### src/rtl/tec_pkg.sv
package tec_pkg;
    typedef enum logic [2:0] {
        ST_IDLE       = 3'd0,
        ST_ARMED      = 3'd1,
        ST_START      = 3'd2,
        ST_DISCHARGE  = 3'd3,
        ST_EXPOSE     = 3'd4,
        ST_WAIT_FRAME = 3'd5,
        ST_GATE       = 3'd6
    } tec_state_e;

    localparam logic [1:0] MODE_LINE  = 2'b01;
    localparam logic [1:0] MODE_FRAME = 2'b10;
endpackage

### src/rtl/tec_sync_edge.sv
module tec_sync_edge #(
    parameter int          WIDTH     = 4,
    parameter logic [WIDTH-1:0] FALL_MASK = '0
) (
    input  logic             clk,
    input  logic             rst_n,
    input  logic [WIDTH-1:0] din,
    input  logic [WIDTH-1:0] idle_lvl,
    output logic [WIDTH-1:0] edge_o
);
    for (genvar i = 0; i < WIDTH; i++) begin : g_bit
        logic s1, s2, s3;
        always_ff @(posedge clk or negedge rst_n) begin
            if (!rst_n) begin
                s1 <= idle_lvl[i];
                s2 <= idle_lvl[i];
                s3 <= idle_lvl[i];
            end else begin
                s1 <= din[i];
                s2 <= s1;
                s3 <= s2;
            end
        end
        if (FALL_MASK[i]) begin : g_fall
            assign edge_o[i] = s3 & ~s2;
        end else begin : g_rise
            assign edge_o[i] = s2 & ~s3;
        end
    end
endmodule

### src/rtl/tec_expo_counter.sv
module tec_expo_counter #(
    parameter int CNT_W = 16
) (
    input  logic             clk,
    input  logic             rst_n,
    input  logic             load,
    input  logic [CNT_W-1:0] load_val,
    input  logic             dec,
    output logic             zero
);
    logic [CNT_W-1:0] cnt_q;

    always_ff @(posedge clk or negedge rst_n) begin
        if (!rst_n) begin
            cnt_q <= '0;
        end else if (load) begin
            cnt_q <= load_val;
        end else if (dec && cnt_q != '0) begin
            cnt_q <= cnt_q - 1'b1;
        end
    end

    assign zero = (cnt_q == '0);
endmodule

### src/rtl/trig_expo_ctrl.sv
module trig_expo_ctrl
    import tec_pkg::*;
#(
    parameter int CNT_W = 16
) (
    input  logic             clk,
    input  logic             rst_n,
    input  logic             standby_n,
    input  logic             trig_in,
    input  logic             expo_stop,
    input  logic             line_sync,
    input  logic             frame_sync,
    input  logic [1:0]       mode_sel,
    input  logic [CNT_W-1:0] expo_len,
    input  logic             discharge_en,
    input  logic             hs_shutter,
    input  logic             shutter_en_n,
    input  logic             rdmode_in,
    output logic             busy,
    output logic             sg_n,
    output logic             sub_n,
    output logic             discharge_req,
    output logic             rdmode_out
);
    localparam int NSYNC = 4;
    localparam int I_TRIG  = 0;
    localparam int I_STOP  = 1;
    localparam int I_LINE  = 2;
    localparam int I_FRAME = 3;
    localparam logic [NSYNC-1:0] FALL_SEL = NSYNC'(1) << I_STOP;
    localparam logic [NSYNC-1:0] IDLE_LVL = NSYNC'(1) << I_STOP;

    logic [NSYNC-1:0] edges;
    logic trig_rise, stop_fall, line_rise, frame_rise;

    tec_sync_edge #(
        .WIDTH    (NSYNC),
        .FALL_MASK(FALL_SEL)
    ) u_sync (
        .clk     (clk),
        .rst_n   (rst_n),
        .din     ({frame_sync, line_sync, expo_stop, trig_in}),
        .idle_lvl(IDLE_LVL),
        .edge_o  (edges)
    );

    assign trig_rise  = edges[I_TRIG];
    assign stop_fall  = edges[I_STOP];
    assign line_rise  = edges[I_LINE];
    assign frame_rise = edges[I_FRAME];

    tec_state_e state_q, state_d;
    logic       frame_mode_q;
    logic       cnt_load, cnt_dec, cnt_zero;
    logic       entry_hit, stop_hit, mode_ok;

    assign mode_ok   = (mode_sel == MODE_LINE) || (mode_sel == MODE_FRAME);
    assign entry_hit = frame_mode_q ? frame_rise : line_rise;
    assign stop_hit  = stop_fall && !shutter_en_n;
    assign cnt_load  = (state_q == ST_ARMED) && entry_hit;
    assign cnt_dec   = (state_q == ST_EXPOSE) && line_rise;

    tec_expo_counter #(
        .CNT_W(CNT_W)
    ) u_cnt (
        .clk     (clk),
        .rst_n   (rst_n),
        .load    (cnt_load),
        .load_val(expo_len),
        .dec     (cnt_dec),
        .zero    (cnt_zero)
    );

    // state register
    always_ff @(posedge clk or negedge rst_n) begin
        if (!rst_n) begin
            state_q      <= ST_IDLE;
            frame_mode_q <= 1'b0;
        end else if (!standby_n) begin
            state_q      <= ST_IDLE;
        end else begin
            state_q <= state_d;
            if (state_q == ST_IDLE && trig_rise && mode_ok) begin
                frame_mode_q <= (mode_sel == MODE_FRAME);
            end
        end
    end

    // next-state logic
    always_comb begin
        state_d = state_q;
        unique case (state_q)
            ST_IDLE: begin
                if (trig_rise && mode_ok) state_d = ST_ARMED;
            end
            ST_ARMED: begin
                if (entry_hit) state_d = ST_START;
            end
            ST_START: begin
                if (stop_hit)                        state_d = ST_GATE;
                else if (discharge_en && hs_shutter) state_d = ST_DISCHARGE;
                else                                 state_d = ST_EXPOSE;
            end
            ST_DISCHARGE: begin
                state_d = stop_hit ? ST_GATE : ST_EXPOSE;
            end
            ST_EXPOSE: begin
                if (stop_hit)          state_d = ST_GATE;
                else if (cnt_zero)     state_d = frame_mode_q ? ST_WAIT_FRAME : ST_GATE;
            end
            ST_WAIT_FRAME: begin
                if (stop_hit || frame_rise) state_d = ST_GATE;
            end
            ST_GATE: begin
                state_d = ST_IDLE;
            end
            default: state_d = ST_IDLE;
        endcase
    end

    // outputs
    always_comb begin
        busy          = 1'b0;
        sg_n          = 1'b1;
        sub_n         = 1'b1;
        discharge_req = 1'b0;
        unique case (state_q)
            ST_IDLE, ST_ARMED: ;
            ST_START: begin
                busy  = 1'b1;
                sub_n = 1'b0;
            end
            ST_DISCHARGE: begin
                busy          = 1'b1;
                discharge_req = 1'b1;
            end
            ST_EXPOSE, ST_WAIT_FRAME: busy = 1'b1;
            ST_GATE: begin
                busy = 1'b1;
                sg_n = 1'b0;
            end
            default: ;
        endcase
        if (!standby_n) begin
            busy          = 1'b0;
            sg_n          = 1'b1;
            sub_n         = 1'b1;
            discharge_req = 1'b0;
        end
        rdmode_out = rdmode_in && !busy && standby_n;
    end
endmodule

### config.mk
export PLATFORM = sky130hd
export DESIGN_NAME = trig_expo_ctrl
export DESIGN_NICKNAME = d
export VERILOG_FILES = /design/src/rtl/tec_pkg.sv /design/src/rtl/tec_sync_edge.sv /design/src/rtl/tec_expo_counter.sv /design/src/rtl/trig_expo_ctrl.sv
export SDC_FILE = /design/constraint.sdc
export NUM_CORES = 1
export LEC_CHECK = 0
export BUFFER_PORTS_ARGS = -buffer_cell sky130_fd_sc_hd__buf_2
export CAP_MARGIN = 20
export CORE_MARGIN = 5
export CORE_UTILIZATION = 50
export DETAILED_ROUTE_END_ITERATION = 7
export PLACE_DENSITY = 0.73
export SYNTH_ARGS = -nofsm -noshare
export SYNTH_HDL_FRONTEND = slang
export SYNTH_SLANG_ARGS = --single-unit
### constraint.sdc
create_clock -name clk -period 3.9 [get_ports clk]
set_input_delay 0.195 -clock clk [delete_from_list [all_inputs] [get_ports clk]]
set_output_delay 0.195 -clock clk [all_outputs]
set_load 0.02 [all_outputs]
Word level (Yosys, flattened, before mapping) --
Index checks and enable logic that the tools add are counted.
Word-level totals: register bits after elaboration 32, output and inout bits 5
Cells by class: equality and inequality tests 12, reduce and logical (&&, ||, !) cells 21, bitwise operators 8, $add $sub $neg 1, multiplexer cells 22
Operators with widths (number):
- 16-bit 2-to-1 mux | 2
- 3-bit 2-to-1 mux | 8
- 3-bit case mux with 6 select lines | 1
- 16-bit logical NOT | 1
- 16-bit nonzero test | 1
- 16-bit by 1-bit subtractor with 16-bit output (second input constant) | 1
- 1-bit logical AND | 10
- 3-bit == test (second input constant) | 3
- 1-bit 2-to-1 mux | 9
- 3-bit by 2-bit == test with 1-bit output (second input constant) | 2
- 3-bit inequality test (second input constant) | 2
- 5-bit OR reduction | 1
- 1-bit AND | 4
- 2-bit 2-to-1 mux | 2
- 4-bit inequality test (second input constant) | 1
- 1-bit inverter | 4
- 4-bit AND reduction | 1
- 3-bit by 1-bit == test with 1-bit output (second input constant) | 1
- 3-bit logical NOT | 1
- 3-bit by 2-bit inequality test with 1-bit output (second input constant) | 1
- 2-bit by 1-bit == test with 1-bit output (second input constant) | 1
- 2-bit == test (second input constant) | 1
- 1-bit logical NOT | 2
- 1-bit logical OR | 2
- 2 further kinds | 2

Logic depth before layout (Yosys ltp) --
word-level depth 7, depth in mapped cells 7

Worst setup path after synthesis --
OpenSTA, ideal clock, no wires.
path kind register to register, start point register u_cnt.cnt_q[0], end point register u_cnt.cnt_q[14], buffers on the path 0, required time 3.773 ns, slack 2.089 ns, arrival time 1.684 ns, stages on the path, launching flop included 8, path through dfrtp_1 inv_1 ha_1 nor3b_4 nand4b_4 nor4b_2 xor2_1 mux2_1
On the way: cells in the longest elaborated chain, start to end 3
RTL lines:
- from (decl) | RTL line tec_expo_counter.sv:11 | logic [CNT_W-1:0] cnt_q;
- from (signal assigned) | RTL line tec_expo_counter.sv:17 | cnt_q <= load_val;
- from (signal assigned) | RTL line tec_expo_counter.sv:19 | cnt_q <= cnt_q - 1'b1;
- 16-bit by 1-bit subtractor with 16-bit output or 16-bit nonzero test (tied branches) | RTL line tec_expo_counter.sv:19, tec_expo_counter.sv:18
- 16-bit 2-to-1 mux or 1-bit logical AND (tied branches) | RTL line tec_expo_counter.sv:18 | end else if (dec && cnt_q != '0) begin
- 16-bit 2-to-1 mux or 2-bit nonzero test (tied branches)
Parallel ways exist; a longest one is shown, timed or not. The select of a mux whose other input is x is not followed. A chain may end at the register's enable or synchronous reset.

Worst setup path in the final report --
start point register state_q[0], end point register u_cnt.cnt_q[14]
On the way: cells in the longest elaborated chain, start to end 4
RTL lines:
- from (decl) | RTL line trig_expo_ctrl.sv:52 | tec_state_e state_q, state_d;
- from (signal assigned) | RTL line trig_expo_ctrl.sv:82 | state_q <= state_d;
- 3-bit == test | RTL line trig_expo_ctrl.sv:61 | assign cnt_dec = (state_q == ST_EXPOSE) && line_rise;
- 1-bit logical AND | RTL line trig_expo_ctrl.sv:61
- 1-bit logical AND | RTL line tec_expo_counter.sv:18
- 2-bit nonzero test (no source line)
Parallel ways exist; a longest one is shown, timed or not.

==> impl_metrics.csv <==
group,metric,value,unit
setup_path,max_stage_delay,640,ps
clock_network,root_buffer,"clkbuf_4",
floorplan,io_pins,34,
setup_path,cp.depth,4,
floorplan,rows,21,
synth,synth_compound_area_share,8.23,%
finish,final_common_cell,"buf_2",
synth,synth_nets,198,
power_and_ir_drop,pwr-share-seq,56.2,%
detailed_routing,drt-pass1-iter-count,4,
floorplan,fp.dieW,69.6,µm
sta,slew_viol_final,0,
sta,worst_slew_pin_slew,923,ps
power_and_ir_drop,peakVddDrop,0.000291,V
sta,fin_crit,2220,ps
floorplan,dieArea,0.00485,mm²
placed_design,globalplace.congestion,0.838,
power_and_ir_drop,power_frac_comb,25.4,%
clock_network,cts_inserted_buffers,5,
flow_run,maxCapViolCount,0,
setup_path,crit_family,"simple AND/OR/NAND/NOR gates",
detailed_routing,vias_per_cell,5.32,
finish,areaGrowthSynthToFinish,17.1,%
sta,timing.final.crit_share,56.9,%
synth,syn_area_per_cell,10.6,µm²
finish,nNetsFinal,237,
synth,synth_seq_area_share,45.2,%
synth,synthArstFlopShare,100,%
detailed_routing,drt-total-wl,3550,µm
synth,synth-edff-count,0,
sta,finClkSkew,8.21,ps
synth,ys_warn_count,0,
setup_path,worstPathCellList,"nand2b_1 -> o22ai_1 -> nand2_1 -> mux2_1",
finish,n_antenna_cell,0,
power_and_ir_drop,swShare,38.1,%
detailed_routing,routed-via-count,1346,
setup_path,ff2ff_path_depth,4,
clock_network,post_cts_buffers,0,
clock_network,clk_path_buf_depth,2,
power_and_ir_drop,p_switching,397,µW
setup_path,cp.arrival,2440,ps
run_status,outcome,"complete, no violations",
global_routing,grt_pass1_vias,1380,
setup_path,worst-path-buf-inv,0,
clock_network,h-tree-depth,2,
finish,final_cell_mix,"buf_2 (33), dfrtp_1 (29), nor2_1 (20)",
finish,final_layout_size_suffix_gt1_share,30.0,%
global_routing,grt_pass1_wl,6190,µm
sta,finalHoldViolCount,0,
hold_path,min_path_cells,2,
clock_network,clk_latency,340,ps
floorplan,start_util,52.5,%
setup_path,worstSetupEndpointType,"register",
detailed_routing,first_iter_violations,61,
placed_design,place_hpwl,2650,µm
setup_path,cpMaxStageDelayCell,"dfrtp_1",
synth,synth_cell_types,46,
finish,stdcell_count,253,
floorplan,die_y,69.6,µm
floorplan,core_area,0.00339,mm²
synth,synth_seq_cells,32,
synth,synth_xor_area_share,7.39,%
synth,synthSimpleGateAreaFrac,31.7,%
clock_network,path_clk_slew,100,ps
detailed_routing,drc,0,
hold_path,holdCritPathClass,"input pin to register",
global_routing,antenna_found_initial,0,
synth,syn_inst,167,
detailed_routing,drtAntennaViolNets,0,
synth,synth_top_family_by_area,"simple AND/OR/NAND/NOR gates",
clock_network,cts.sinks,32,
power_and_ir_drop,powerDensity,500,mW/mm²
detailed_routing,detail_route.wl_per_cell,14.0,µm
power_and_ir_drop,power.share.clock,18.4,%
global_routing,grt_overflow_total,0,
placed_design,dp_cells,240,
synth,synthMuxAreaShare,3.03,%
sta,timing.setup.tns,0,ps
setup_path,crit_type,"register to register",
sta,setup_viol,0,
power_and_ir_drop,power_leakage,0.000913,µW
clock_network,tritoncts,"yes",
sta,rsz0062_at_grt,"false",
setup_path,start_kind,"register",
placed_design,io_buffers,33,
global_routing,grt_util_all_layers,16.0,%
power_and_ir_drop,p_int,645,µW
global_routing,grt_max_degree,33,
synth,ys.flop_type,"dfrtp_1",
synth,synth_fa_ha_area_share,1.41,%
sta,timing.fmax,450,MHz
setup_path,cp.required,4120,ps
synth,netlist_area,0.00178,mm²
setup_path,cp_max_fo,30,
sta,max-slew-margin-rel,38.3,%
## area by class of cell
class / instances / area [µm²]
Clock buffer: 5 / 37.5
Clock inverter: 3 / 23.8
Fill cell: 298 / 1310
Inverter: 6 / 22.5
Multi-Input combinational cell: 123 / 921
Sequential cell: 32 / 805
Tap cell: 46 / 57.6
Timing Repair Buffer: 38 / 215
## synthesized netlist by cell type, types with 2 or more instances
cell / n / share of area, %
mux2i_1: 2 / 1.1
inv_1: 6 / 1.3
and3_1: 2 / 0.70
nor3_2: 2 / 1.1
clkbuf_1: 2 / 0.42
nand3_1: 7 / 2.0
xnor2_1: 9 / 4.4
mux2_1: 2 / 1.3
dfstp_2: 3 / 4.4
ha_1: 2 / 1.4
nor4_4: 3 / 3.6
nor3_1: 5 / 1.4
xor2_1: 6 / 3.0
a21oi_1: 17 / 4.8
nand4b_4: 2 / 2.7
dfrtp_1: 29 / 41
buf_2: 3 / 0.84
nor4_2: 4 / 2.8
nand2_1: 8 / 1.7
or3_1: 2 / 0.70
nand2b_1: 4 / 1.4
nor2b_1: 3 / 1.1
nor2_1: 20 / 4.2
nand4_1: 2 / 0.70
## path summary, 6_finish.rpt
kind	slack, ps	startpoint	end
hold / removal	80	expo_len[14]	u_cnt.cnt_q[14]
max in group asynchronous	3010	rst_n	frame_mode_q
min in group asynchronous	430	rst_n	state_q[2]
hold reg to reg	360	u_sync.g_bit[0].s1	u_sync.g_bit[0].s2
setup reg to reg	1680	state_q[0]	u_cnt.cnt_q[14]
setup / recovery	1680	state_q[0]	u_cnt.cnt_q[14]
## cells by family (layout without fill, tap and decap cells)
| kind of cell | Yosys count | count (layout) |
|---|---|---|
| simple gates | 76 | 76 |
| flops | 32 | 32 |
| compound gates | 25 | 25 |
| xor+xnor | 15 | 15 |
| buf+inv | 12 | 52 |
| mux | 5 | 5 |
| fa+ha+maj | 2 | 2 |
## per-stage QoR
stage	cell area, µm²	setup WS [ps]	hold slack, ps	total power (µW)	util (%)
final	2080	1680	76.1	1040	61.4
after global routing	2080	1500	56.2	1110	61.4
after CTS	2080	1700	60.8	1060	61.4
after detailed placement	1970	1720	281	853	58.1
after global placement	1970	1820	272	826	58.1
after floorplan	1780	2090	-101	769	-
## worst reg2reg max path, delay by kind of cell, from the launching register on
| family | cells | cell delay [ps] |
|---|---|---|
| AOI/OAI and AO/OA | 1 | 240 |
| DFF | 1 | 640 |
| muxes | 1 | 540 |
| and+or+nand+nor | 2 | 700 |
## state kept, by name, indices dropped and copies added (netlist names)
| signal | flops |
|---|---|
| u_cnt.cnt_q | 16 |
| u_sync.g_bit.s1 | 4 |
| frame_mode_q | 1 |
| state_q | 3 |
| u_sync.g_bit.s2 | 4 |
| u_sync.g_bit.s3 | 4 |
## metal layers
metal | up-vias | wire [µm] | global-route usage, %
met5 | - | 0 | 0
met4 | 0 | 57 | 7.02
met3 | 5 | 173 | 4.93
met2 | 35 | 1840 | 27.3
met1 | 633 | 1480 | 18.5
li1 | 673 | - | -
## what timing repair did
item | CTS | global route
resized for setup | 0 | 0
hold buffers | 5 | 0
hold endpoints to repair | 33 | 0
## power by group through the flow
stage          registers [µW]  clock network, µW  logic, µW
2_1_floorplan             557                  0        212
3_3_place_gp              582                  0        244
3_5_place_dp              592                  0        262
4_1_cts                   585                202        268
5_1_grt                   600                216        295
6_report                  585                192        265
No activity file was read; power rests on OpenSTA's default activity.
